**src/rtl/qc_host_pkg.sv**
```systemverilog
package qc_host_pkg;
    localparam int BYTE_W = 8;
    localparam int NBYTES = 3;
    localparam int WORD_W = BYTE_W * NBYTES;
    localparam int AXES   = 2;
    localparam int CFG_W  = 5;
    localparam int BP_W   = $clog2(NBYTES);

    typedef enum logic [1:0] {
        SEL_CMD  = 2'b00,
        SEL_MODE = 2'b01,
        SEL_IO   = 2'b10,
        SEL_IDX  = 2'b11
    } ctl_sel_e;

    typedef struct packed {
        logic [1:0] xfer_op;
        logic [1:0] clr_op;
        logic       bp_clr;
    } cmd_t;

    typedef struct packed {
        logic rst_cnt;
        logic clr_tgl;
        logic clr_err;
        logic ld_cnt;
        logic ld_psc;
    } strobe_t;

    function automatic cmd_t decode_cmd(input logic [BYTE_W-1:0] b);
        cmd_t c;
        c.bp_clr  = b[0];
        c.clr_op  = b[2:1];
        c.xfer_op = b[4:3];
        return c;
    endfunction

    function automatic logic [BP_W-1:0] next_bp(input logic [BP_W-1:0] bp);
        return (bp == BP_W'(NBYTES - 1)) ? '0 : BP_W'(bp + 1'b1);
    endfunction
endpackage

```
**src/rtl/qc_sync.sv**
```systemverilog
module qc_sync #(
    parameter int            W       = 1,
    parameter int            STAGES  = 2,
    parameter logic [W-1:0]  RST_VAL = '0
) (
    input  logic         clk,
    input  logic         rst,
    input  logic [W-1:0] d,
    output logic [W-1:0] q
);
    logic [STAGES-1:0][W-1:0] chain;

    always_ff @(posedge clk) begin
        if (rst) begin
            chain <= {STAGES{RST_VAL}};
        end else begin
            chain[0] <= d;
            for (int i = 1; i < STAGES; i++) chain[i] <= chain[i-1];
        end
    end

    assign q = chain[STAGES-1];
endmodule

```
**src/rtl/qc_axis_regs.sv**
```systemverilog
module qc_axis_regs
    import qc_host_pkg::*;
(
    input  logic                 clk,
    input  logic                 rst,
    input  logic                 ctl_wr,
    input  logic                 dat_wr,
    input  logic                 dat_rd,
    input  logic [BYTE_W-1:0]    wbyte,
    input  logic [WORD_W-1:0]    cnt_val,
    output logic [WORD_W-1:0]    preset,
    output logic [CFG_W-1:0]     cfg_mode,
    output logic [CFG_W-1:0]     cfg_io,
    output logic [CFG_W-1:0]     cfg_idx,
    output strobe_t              stb,
    output logic [BYTE_W-1:0]    ol_byte
);
    logic [BP_W-1:0]                 bp;
    logic [NBYTES-1:0][BYTE_W-1:0]   pre_q;
    logic [NBYTES-1:0][BYTE_W-1:0]   ol_q;
    cmd_t                            cmd;
    ctl_sel_e                        sel;

    assign cmd = decode_cmd(wbyte);
    assign sel = ctl_sel_e'(wbyte[6:5]);

    always_ff @(posedge clk) begin
        if (rst) begin
            bp       <= '0;
            pre_q    <= '0;
            ol_q     <= '0;
            cfg_mode <= '0;
            cfg_io   <= '0;
            cfg_idx  <= '0;
            stb      <= '0;
        end else begin
            stb <= '0;
            if (ctl_wr) begin
                unique case (sel)
                    SEL_CMD: begin
                        if (cmd.bp_clr) bp <= '0;
                        unique case (cmd.clr_op)
                            2'b01:   stb.rst_cnt <= 1'b1;
                            2'b10:   stb.clr_tgl <= 1'b1;
                            2'b11:   stb.clr_err <= 1'b1;
                            default: ;
                        endcase
                        unique case (cmd.xfer_op)
                            2'b01:   stb.ld_cnt <= 1'b1;
                            2'b10:   ol_q       <= cnt_val;
                            2'b11:   stb.ld_psc <= 1'b1;
                            default: ;
                        endcase
                    end
                    SEL_MODE: cfg_mode <= wbyte[CFG_W-1:0];
                    SEL_IO:   cfg_io   <= wbyte[CFG_W-1:0];
                    SEL_IDX:  cfg_idx  <= wbyte[CFG_W-1:0];
                endcase
            end
            if (dat_wr) begin
                pre_q[bp] <= wbyte;
                bp        <= next_bp(bp);
            end
            if (dat_rd) bp <= next_bp(bp);
        end
    end

    assign preset  = pre_q;
    assign ol_byte = ol_q[bp];

    // pointer steps by one below the top byte
    p_bp_step_r6: assert property (@(posedge clk) disable iff (rst)
        (dat_wr || dat_rd) && bp != BP_W'(NBYTES - 1) |=> bp == BP_W'($past(bp) + 1'b1));
    // pointer wraps from the top byte to byte 0
    p_bp_wrap_r6: assert property (@(posedge clk) disable iff (rst)
        (dat_wr || dat_rd) && bp == BP_W'(NBYTES - 1) |=> bp == '0);
    // command bit 0 clears the pointer
    p_bp_clr_r8: assert property (@(posedge clk) disable iff (rst)
        ctl_wr && wbyte[6:5] == 2'b00 && wbyte[0] |=> bp == '0);
    // counter-to-latch copies the whole word
    p_ol_xfer_r10: assert property (@(posedge clk) disable iff (rst)
        ctl_wr && wbyte[6:5] == 2'b00 && wbyte[4:3] == 2'b10 |=> ol_q == $past(cnt_val));
    // a data write lands in the pointed preset byte
    p_pre_write_r5: assert property (@(posedge clk) disable iff (rst)
        dat_wr |=> pre_q[$past(bp)] == $past(wbyte));
endmodule

```
**src/rtl/qc_host_port.sv**
```systemverilog
module qc_host_port
    import qc_host_pkg::*;
#(
    parameter int SYNC_STAGES = 2
) (
    input  logic                          clk,
    input  logic                          rst,
    input  logic                          cs_n,
    input  logic                          rd_n,
    input  logic                          wr_n,
    input  logic                          cd,
    input  logic                          axis_sel,
    input  logic [7:0]                    din,
    output logic [7:0]                    dout,
    output logic                          dout_oe,
    input  logic [1:0][23:0]              cnt_val,
    input  logic [1:0][7:0]               flag_val,
    output logic [1:0][23:0]              preset,
    output logic [1:0][4:0]               cfg_mode,
    output logic [1:0][4:0]               cfg_io,
    output logic [1:0][4:0]               cfg_idx,
    output logic [1:0]                    stb_rst_cnt,
    output logic [1:0]                    stb_clr_tgl,
    output logic [1:0]                    stb_clr_err,
    output logic [1:0]                    stb_ld_cnt,
    output logic [1:0]                    stb_ld_psc
);
    localparam int BUS_W = BYTE_W + 2;

    logic              cs_s, rd_s, wr_s;
    logic [BUS_W-1:0]  bus_s;
    logic              cd_s, ysel_s;
    logic [BYTE_W-1:0] din_s;

    qc_sync #(.W(3), .STAGES(SYNC_STAGES), .RST_VAL(3'b111)) u_sync_ctl (
        .clk(clk), .rst(rst), .d({cs_n, rd_n, wr_n}), .q({cs_s, rd_s, wr_s}));
    qc_sync #(.W(BUS_W), .STAGES(SYNC_STAGES), .RST_VAL('0)) u_sync_bus (
        .clk(clk), .rst(rst), .d({cd, axis_sel, din}), .q(bus_s));

    assign {cd_s, ysel_s, din_s} = bus_s;

    logic              wr_act, rd_act, wr_act_q, rd_act_q;
    logic              wr_done, rd_done;
    logic              snap_cd, snap_ysel;
    logic [BYTE_W-1:0] snap_din;

    assign wr_act = ~cs_s & ~wr_s;
    assign rd_act = ~cs_s & ~rd_s;

    always_ff @(posedge clk) begin
        if (rst) begin
            wr_act_q  <= 1'b0;
            rd_act_q  <= 1'b0;
            snap_cd   <= 1'b0;
            snap_ysel <= 1'b0;
            snap_din  <= '0;
        end else begin
            wr_act_q <= wr_act;
            rd_act_q <= rd_act;
            if (wr_act || rd_act) begin
                snap_cd   <= cd_s;
                snap_ysel <= ysel_s;
                snap_din  <= din_s;
            end
        end
    end

    assign wr_done = wr_act_q & ~wr_act;
    assign rd_done = rd_act_q & ~rd_act;

    logic [AXES-1:0][BYTE_W-1:0] ol_byte;

    for (genvar a = 0; a < AXES; a++) begin : g_axis
        logic    hit_axis;
        strobe_t stb;

        assign hit_axis = (snap_ysel == 1'(a));

        qc_axis_regs u_axis (
            .clk      (clk),
            .rst      (rst),
            .ctl_wr   (wr_done & snap_cd & (snap_din[7] | hit_axis)),
            .dat_wr   (wr_done & ~snap_cd & hit_axis),
            .dat_rd   (rd_done & ~snap_cd & hit_axis),
            .wbyte    (snap_din),
            .cnt_val  (cnt_val[a]),
            .preset   (preset[a]),
            .cfg_mode (cfg_mode[a]),
            .cfg_io   (cfg_io[a]),
            .cfg_idx  (cfg_idx[a]),
            .stb      (stb),
            .ol_byte  (ol_byte[a])
        );

        assign stb_rst_cnt[a] = stb.rst_cnt;
        assign stb_clr_tgl[a] = stb.clr_tgl;
        assign stb_clr_err[a] = stb.clr_err;
        assign stb_ld_cnt[a]  = stb.ld_cnt;
        assign stb_ld_psc[a]  = stb.ld_psc;
    end

    assign dout_oe = rd_act;
    assign dout    = !rd_act ? '0 : (cd_s ? flag_val[ysel_s] : ol_byte[ysel_s]);

    if (SYNC_STAGES == 2) begin : g_chk
        // output drive only follows a low read and low select
        p_oe_needs_rd_r4: assert property (@(posedge clk) disable iff (rst)
            dout_oe |-> !$past(rd_n, 2) && !$past(cs_n, 2));
        // a long deselect leaves no strobe and no drive
        p_quiet_r3: assert property (@(posedge clk) disable iff (rst)
            cs_n && $past(cs_n) && $past(cs_n, 2) && $past(cs_n, 3) && $past(cs_n, 4)
            |-> !dout_oe && (stb_rst_cnt | stb_clr_tgl | stb_clr_err | stb_ld_cnt | stb_ld_psc) == 2'b00);
    end
endmodule

```
**config.mk**
```make
export PLATFORM = sky130hd
export DESIGN_NAME = qc_host_port
export DESIGN_NICKNAME = d
export VERILOG_FILES = /design/src/rtl/qc_host_pkg.sv /design/src/rtl/qc_sync.sv /design/src/rtl/qc_axis_regs.sv /design/src/rtl/qc_host_port.sv
export SDC_FILE = /design/constraint.sdc
export NUM_CORES = 1
export LEC_CHECK = 0
export ABC_AREA = 1
export BUFFER_PORTS_ARGS = -buffer_cell sky130_fd_sc_hd__buf_2
export CAP_MARGIN = 5
export CELL_PAD_IN_SITES_DETAIL_PLACEMENT = 0
export CELL_PAD_IN_SITES_GLOBAL_PLACEMENT = 1
export CORE_MARGIN = 2
export CORE_UTILIZATION = 38
export DETAILED_ROUTE_END_ITERATION = 8
export PLACE_DENSITY_LB_ADDON = 0.1
export SYNTH_ARGS = -nofsm -noshare
export SYNTH_HDL_FRONTEND = slang
export SYNTH_HIERARCHICAL = 1
export SYNTH_SLANG_ARGS = --single-unit
```
**constraint.sdc**
```tcl
create_clock -name clk -period 2.6 [get_ports clk]
set_clock_uncertainty 0.1 [all_clocks]
set_input_delay 0.13 -clock clk [delete_from_list [all_inputs] [get_ports clk]]
set_output_delay 0.13 -clock clk [all_outputs]
set_load 0.01 [all_outputs]
```
After elaboration in Yosys (flattened, before gate mapping) --
Cells that the tools add are included.
Storage, ports and cells: logic and storage cells 135, register bits after elaboration 178
Cells by class: bitwise gates (word level) 24, mux-type cells 32, equal/unequal tests 11, $lt $le $gt $ge 5, reductions and logical operators 22, add/subtract/negate cells 2
Operator list (count):
- $mux W8 | 10
- $bwmux W24 | 2
- $bmux W8 S2 | 2
- $demux W8 S2 | 2
- $mux W2 | 10
- $reduce_bool A3 Y1 | 6
- $eq A2 B2 Y1 const B | 8
- $and A1 B1 Y1 | 13
- $reduce_and A2 Y1 | 6
- $reduce_and A3 Y1 | 4
- $not A1 Y1 | 9
- $eq A2 B1 Y1 const B | 3
- $lt A2 B3 Y1 const B | 2
- $mux W1 | 5
- $mux W5 | 1
- $add A2 B1 Y2 const B | 2
- $ge A2 B1 Y1 const B | 2
- $reduce_or A2 Y1 | 2
- $logic_and A1 B1 Y1 | 2
- $logic_not A2 Y1 | 1
- $lt A1 B2 Y1 const B | 1
- $or A1 B1 Y1 | 2
- $logic_or A1 B1 Y1 | 1

Logic depth before layout (Yosys ltp) --
Gate-level depths: netlist (run 1).
word-level depth 9, gate-level depth with buffers 13, gate-level depth less buffers 9

By module --
Netlist (run 1), hierarchy kept.
By module, submodules not included:
- qc_axis_regs | sequential area each 1401.3 sq um, area each 2810.2 sq um, instances 2, cells each 393
- qc_host_port | sequential area each 240.2 sq um, area each 942.2 sq um, instances 1, cells each 171
- qc_sync (u_sync_bus) | sequential area each 400.4 sq um, area each 648.1 sq um, instances 1, cells each 72
- qc_sync (u_sync_ctl) | sequential area each 120.1 sq um, area each 191.4 sq um, instances 1, cells each 22

Worst setup path after synthesis (run 1) --
Ideal clock, no wire load.
path kind flip-flop to flip-flop, start point register u_sync_ctl.chain, in the netlist u_sync_ctl/q[2], end point register g_axis[1].u_axis.cfg_io[0], stages on the path, launching flop included 13, setup slack 0.735 ns, period minus slack after synthesis 1.865 ns, data required time 2.384 ns, arrival 1.649 ns, path buffers 3, cells stage by stage dfxtp_1 > buf_4 > inv_1 > nand2_1 > buf_4 > nand3_1 > a21oi_1 > clkbuf_1 > nand2_1 > nor2_1 > inv_1 > nor2_1 > nor2_1
Between the ends: word-level cells in the longest chain between the ends 7
RTL lines:
- from (decl) | RTL line qc_sync.sv:11 | logic [STAGES-1:0][W-1:0] chain;
- from (signal assigned) | RTL line qc_sync.sv:15 | chain <= {STAGES{RST_VAL}};
- $not A1 Y1 | RTL line qc_host_port.sv:47 | assign wr_act = ~cs_s & ~wr_s;
- $and A1 B1 Y1 | RTL line qc_host_port.sv:47
- $not A1 Y1 | RTL line qc_host_port.sv:68 | assign wr_done = wr_act_q & ~wr_act;
- $and A1 B1 Y1 | RTL line qc_host_port.sv:68
- $and A1 B1 Y1 (2 in a row) | RTL line qc_host_port.sv:82 | .ctl_wr (wr_done & snap_cd & (snap_din[7] | hit_axis)),
- $reduce_and A2 Y1 (no source line)
- to (signal assigned) | RTL line qc_axis_regs.sv:56 | SEL_IO: cfg_io <= wbyte[CFG_W-1:0];
- to (decl) | RTL line qc_axis_regs.sv:13 | output logic [CFG_W-1:0] cfg_io,
No other way between the ends. A chain may end at the register's enable or synchronous reset.

==> flow_summary_export.csv, run 1 <==
group,metric,value,unit
drt,vias,6758,
critical_path,startpoint_type,"register",
cts,cts_tree,"done",
synth,synth_cell_types,21,
cts,ctsRootBufferMaster,"clkbuf_16",
power_and_ir_drop,ir_drop,0.417,mV
synth,synth_edf_count,0,
timing,max_slew_margin,42.1,%
critical_path,regToRegSetupSlack,720,ps
global_routing,antenna_found_initial,0,
power_and_ir_drop,leakagePower,4.54,nW
global_routing,grtUsageTotal,19.6,%
floorplanning,core,19300,sq um
synth,synthFlopType,"dfxtp_1",
cells_and_area,multiInputGateArea,2850,sq um
cells_and_area,seq_area,3560,sq um
cells_and_area,antenna_cells,0,
timing,whs,301,ps
cts,clk_pin_slew,70,ps
floorplanning,io_pins,176,
run_status,outcome,"completed",
drt,dr.pass1.iters,5,
synth,ys_seq_area_share,48.1,%
critical_path,path_delay_family,"simple AND/OR/NAND/NOR gates",
global_routing,grt_pass1_wl,31.4,mm
floorplanning,die_area,20600,sq um
synth,syn_nets,1130,
critical_path,worstPathArrival,2090,ps
run,drv_cap,0,
timing,fin_crit,2320,ps
floorplanning,die_y,144,um
timing,setup_tns,0,ps
timing,fmax,431,MHz
global_routing,grt_overflow,0,
drt,wl_per_cell,12.9,um
floorplanning,std_cell_rows,51,
drt,viasPerCell,4.37,
place,dp_hpwl,13.2,mm
drt,wirelength,19.9,mm
cells_and_area,final_nets,1348,
critical_path,path_cells,"inv_1 > nor2_4 > nand2_1 > nand3_1 > inv_1 > nand2_1 > nand3_1 > a21oi_1 > buf_2",
floorplanning,die_w,144,um
synth,syn_area_per_cell,7.04,sq um
synth,syn_area,7400,sq um
drt,drt-initial-drc-count,352,
critical_path,crit_path_end_kind,"output port",
cts,clock-sinks,178,
critical_path,crit_path_top_delay_cell,"dfxtp_1",
synth,yosys.area.top_type_share,48.1,%
cells_and_area,post-route-util,49.9,%
cells_and_area,finalNonFillerCells,1547,
synth,yosys.area.top_type,"dfxtp_1",
cts,clock_latency,420,ps
place,gp_congestion,0.761,
drt,drc,0,
min_path,min_path_type,"reg -> reg",
place,dp_cells,1447,
drt,ant_nets,0,
critical_path,crit_buf_inv,3,
synth,netlist_top_cells_area,"dfxtp_1, nand2_1, nor2_1",
floorplanning,start_util,38.4,%
cts,numCtsBuffers,17,
cells_and_area,syn_to_final_growth,29.8,%
place,port_buffers,175,
timing,layout_worst_path_cycle_share,89.3,%
timing,finalSetupViolCount,0,
global_routing,grt_pass1_vias,6094,
critical_path,crit_fanout,18,
timing,rsz0062_at_grt,"no",
critical_path,cpPeakStageDelay,430,ps
critical_path,cp_data_required_time,2370,ps
synth,ys_ff_latch,178,
global_routing,grt_max_degree,49,
cts,h-tree-depth,4,
cells_and_area,fillCellCount,2007,
timing,worst_pin_slew,868,ps
synth,yosysWarnings,6,
cts,clock_path_buffers,2,
synth,netlist_instances,1051,
cells_and_area,drive_above_1_share,18.6,%
power_and_ir_drop,power.density,576,nW/um^2
timing,maxSlewViolCount,0,
critical_path,path_class,"reg -> out",
timing,final_hold_viol_count,0,
synth,ys_async_sr_fraction,0,%
-- cell families after synthesis --
logic type,Yosys count,synth area share [%]
flops,178,48.1
compound gates,119,8.10
simple gates,539,30.3
buf+inv,215,13.5
-- cell usage after synthesis (4+ instances only) --
library cell and number:
nand2_1 240, nor2_1 188, dfxtp_1 178, inv_1 152, nand3_1 80, a21oi_1 72, o21ai_0 46, buf_2 21
buf_4 19, buf_6 12, nand3b_1 9, clkbuf_1 8, nor3_1 8, nor2_4 6, nor2_2 4
-- layer usage --
layer	GRT usage (%)	up-vias	wire length [um]
met5	0	-	0
met4	6.04	0	254
met3	4.93	19	1050
met2	30.1	138	8850
met1	27.1	2968	9760
li1	-	3633	-
-- worst paths after layout --
path	startpoint	end	cells past startpoint
worst min register to register	u_sync_bus/chain[9]$_SDFF_PP0_	u_sync_bus/q[9]$_SDFF_PP0_	2
worst min-delay path	u_sync_bus/chain[9]$_SDFF_PP0_	u_sync_bus/q[9]$_SDFF_PP0_	2
worst max-delay path	g_axis[1].u_axis/bp[0]$_SDFFE_PP0P_	dout[1]	9
worst max register to register	u_sync_ctl/q[2]$_SDFF_PP1_	g_axis[1].u_axis/cfg_io[0]$_SDFFE_PP0P_	9
-- worst reg2reg max path: stages (launching register included) --
cell,delay (ps)
dfxtp_1,310
inv_1,60
nand2_1,80
nand3_1,90
a21oi_1,380
nand2_1,100
nor2_1,400
inv_1,110
nor2_1,100
nor2_1,60
-- cells in the final DEF (no fill, tap or decap), types with 8 or more instances in the layout --
cell type      instances
a21oi_1               72
buf_2                175
buf_4                 13
clkbuf_16             17
dfxtp_1              178
dlygate4sd3_1         68
inv_1                152
nand2_1              240
nand3_1               80
nand3b_1               9
nor2_1               188
nor2_4                 8
nor3_1                 8
o21ai_0               46
-- power by group --
part	switching (W)	total (W)	leakage, nW	internal, W
logic	0.000147	0.000308	2.83	0.000161
clock network	0.00108	0.00246	0.270	0.00138
registers	0.0000226	0.00277	1.44	0.00275
-- area by class of cell --
cell class / count / share of cell area [%]
inverters: 155 / 6.08
clock buffers: 21 / 4.79
repair buffers: 259 / 17.8
clock inverters: 11 / 1.07
multi-input cells: 658 / 29.7
flip-flops and latches: 178 / 37.1
well taps: 265 / 3.45
-- flip-flops by register name (all words and copies together), names as in the netlist --
register / flops
g_axis.u_axis/cfg_idx: 10
rd_act_q: 1
u_sync_bus/chain: 10
g_axis.u_axis/bp: 4
wr_act_q: 1
g_axis.u_axis/cfg_io: 10
u_sync_bus/q: 10
g_axis.u_axis/stb: 10
snap_cd: 1
g_axis.u_axis/preset: 48
u_sync_ctl/q: 3
g_axis.hit_axis: 1
snap_din: 8
u_sync_ctl/chain: 3
g_axis.u_axis/ol_q: 48
g_axis.u_axis/cfg_mode: 10
-- what timing repair did --
action	in CTS	in global routing
hold buffers	68	0
resized for setup	0	0
buffers inserted	0	0
endpoints found under the hold margin	68	0
-- metrics by stage --
stage / setup slack [ps] / area, sq um / power, W
floorplan: 735 / 7400 / 0.00298
global placement: 697 / 8360 / 0.00307
detailed placement: 720 / 8360 / 0.00307
CTS: 253 / 9610 / 0.00561
global route: 77.1 / 9610 / 0.00578
finish: 279 / 9610 / 0.00553
Power figures use the tool's default switching activity.
==> inputs of run 2 (changes only) <==
==> constraint.sdc (replaced) <==
create_clock -name clk -period 2.6 [get_ports clk]
set_clock_uncertainty 0.1 [all_clocks]
set_input_delay 0.13 -clock clk [delete_from_list [all_inputs] [get_ports clk]]
set_output_delay 0.13 -clock clk [all_outputs]
set_load 0.005 [all_outputs]
==> flow_summary_export.csv, run 2 (synthesis gave the netlist of run 1 again) <==
group,metric,value,unit
global_routing,grt_util_met3,5.43,%
timing,maxSlewViolCount,0,
cells_and_area,drive_above_1_share,18.7,%
cts,ctsRootBufferMaster,"clkbuf_16",
run_status,outcome,"completed",
global_routing,grt_pass1_wl,31.2,mm
critical_path,regToRegSetupSlack,580,ps
power_and_ir_drop,leakagePower,4.53,nW
critical_path,cpPeakStageDelay,440,ps
cells_and_area,final_nets,1344,
cts,cts_tree,"done",
drt,wl_per_cell,12.9,um
drt,dr.pass1.iters,4,
floorplanning,std_cell_rows,51,
timing,fin_crit,2290,ps
floorplanning,die_area,20600,sq um
cts,cts_resized,0,
cells_and_area,antenna_cells,0,
drt,ant_nets,0,
global_routing,antenna_found_initial,0,
cells_and_area,syn_to_final_growth,29.2,%
floorplanning,io_pins,176,
drt,drt-initial-drc-count,356,
global_routing,use_met1,26.4,%
place,gp_congestion,0.779,
global_routing,grt_max_degree,49,
drt,viasPerCell,4.37,
cells_and_area,mostFrequentLayoutCell,"nand2_1",
critical_path,path_delay_family,"simple AND/OR/NAND/NOR gates",
critical_path,path_class,"reg -> out",
critical_path,regToRegEndpoint,"g_axis[1].u_axis/ol_q[1]$_SDFFE_PP0P_",
floorplanning,core,19300,sq um
critical_path,crit_path_end_kind,"output port",
drt,vias,6734,
critical_path,worstPathArrival,2060,ps
cts,h-tree-depth,4,
global_routing,grt_overflow,0,
timing,setup_tns,0,ps
floorplanning,die_y,144,um
global_routing,grtUsageMet2,30.0,%
min_path,min_path_type,"in -> reg",
timing,rsz0062_at_grt,"no",
place,port_buffers,175,
cts,postCtsSetupRepairBufs,0,
drt,drc,0,
cts,clock_latency,420,ps
place,dp_hpwl,13.1,mm
cts,postCtsHoldBufs,62,
cts,clock-sinks,178,
min_path,hold_path_depth,2,
min_path,worstHoldStart,"rst",
critical_path,reg2reg_from,"u_sync_ctl/q[2]$_SDFF_PP1_",
timing,fmax,436,MHz
place,dp_cells,1449,
critical_path,crit_path_top_delay_cell,"dfxtp_1",
global_routing,grtUsageTotal,19.4,%
global_routing,grt_pass1_vias,6038,
cts,clock_path_buffers,2,
floorplanning,start_util,38.4,%
timing,max_slew_margin,43.7,%
critical_path,path_cells,"inv_1 > nor2_4 > nand2_1 > nand3_1 > inv_1 > nand2_1 > nand3_1 > a21oi_1 > buf_2",
cells_and_area,most-common-layout-cells,"nand2_1, nor2_1, dfxtp_1",
critical_path,crit_fanout,18,
cts,clk_pin_slew,60,ps
critical_path,cp_data_required_time,2370,ps
min_path,hold_end,"u_sync_bus/chain[8]$_SDFF_PP0_",
cells_and_area,fillCellCount,2068,
power_and_ir_drop,power.density,586,nW/um^2
power_and_ir_drop,ir_drop,0.513,mV
run,drv_cap,0,
timing,final_hold_viol_count,0,
drt,wirelength,19.9,mm
timing,finalSetupViolCount,0,
critical_path,crit_buf_inv,3,
timing,worst_pin_slew,843,ps
critical_path,startpoint_type,"register",
cts,numCtsBuffers,17,
floorplanning,die_w,144,um
global_routing,top_usage_layer,"met2",
timing,layout_worst_path_cycle_share,88.2,%
cells_and_area,finalNonFillerCells,1542,
critical_path,ff2ff_path_depth,10,
run 2: worst max-delay path by stage:
stage / cells after the start / slack [ps] / startpoint / endpoint
floorplan: 12 / 740 / u_sync_ctl/q[2]$_SDFF_PP1_ / g_axis[1].u_axis/cfg_io[0]$_SDFFE_PP0P_
global placement: 10 / 680 / u_sync_ctl/q[2]$_SDFF_PP1_ / g_axis[1].u_axis/ol_q[1]$_SDFFE_PP0P_
detailed placement: 10 / 570 / u_sync_ctl/q[2]$_SDFF_PP1_ / g_axis[1].u_axis/ol_q[1]$_SDFFE_PP0P_
CTS: 9 / 250 / g_axis[1].u_axis/bp[0]$_SDFFE_PP0P_ / dout[1]
global route: 9 / 80 / g_axis[1].u_axis/bp[0]$_SDFFE_PP0P_ / dout[1]
finish: 9 / 310 / g_axis[0].u_axis/bp[0]$_SDFFE_PP0P_ / dout[0]
run 2: area by class of cell:
type / count / area (sq um) / share of cell area [%]
clock inverters: 11 / 129 / 1.35
well taps: 265 / 332 / 3.47
repair buffers: 255 / 1660 / 17.3
multi-input cells: 658 / 2850 / 29.8
flip-flops and latches: 178 / 3560 / 37.3
inverters: 155 / 584 / 6.11
clock buffers: 20 / 447 / 4.67
run 2: metal layers:
layer	wire (um)	up-vias
li1	-	3611
met1	9660	2966
met2	8920	143
met3	1110	14
met4	249	0
met5	0	-
run 2: report_power, final:
group	internal (W)	leakage [nW]	switching (W)	total, W
sequential	0.00275	1.44	0.0000229	0.00277
clock	0.00145	0.278	0.00108	0.00253
combinational	0.000155	2.81	0.000146	0.000302
run 2: through the flow:
stage	worst slack [ps]	cell area (sq um)	util (%)	total power, W	hold slack (ps)
4_1_cts	250	9560	49.6	0.00567	5.76
2_1_floorplan	735	7400	-	0.00297	102
6_report	306	9560	49.6	0.00560	21.1
3_3_place_gp	679	8370	43.4	0.00307	209
3_5_place_dp	572	8370	43.4	0.00307	214
5_1_grt	75.4	9560	49.6	0.00584	29.9
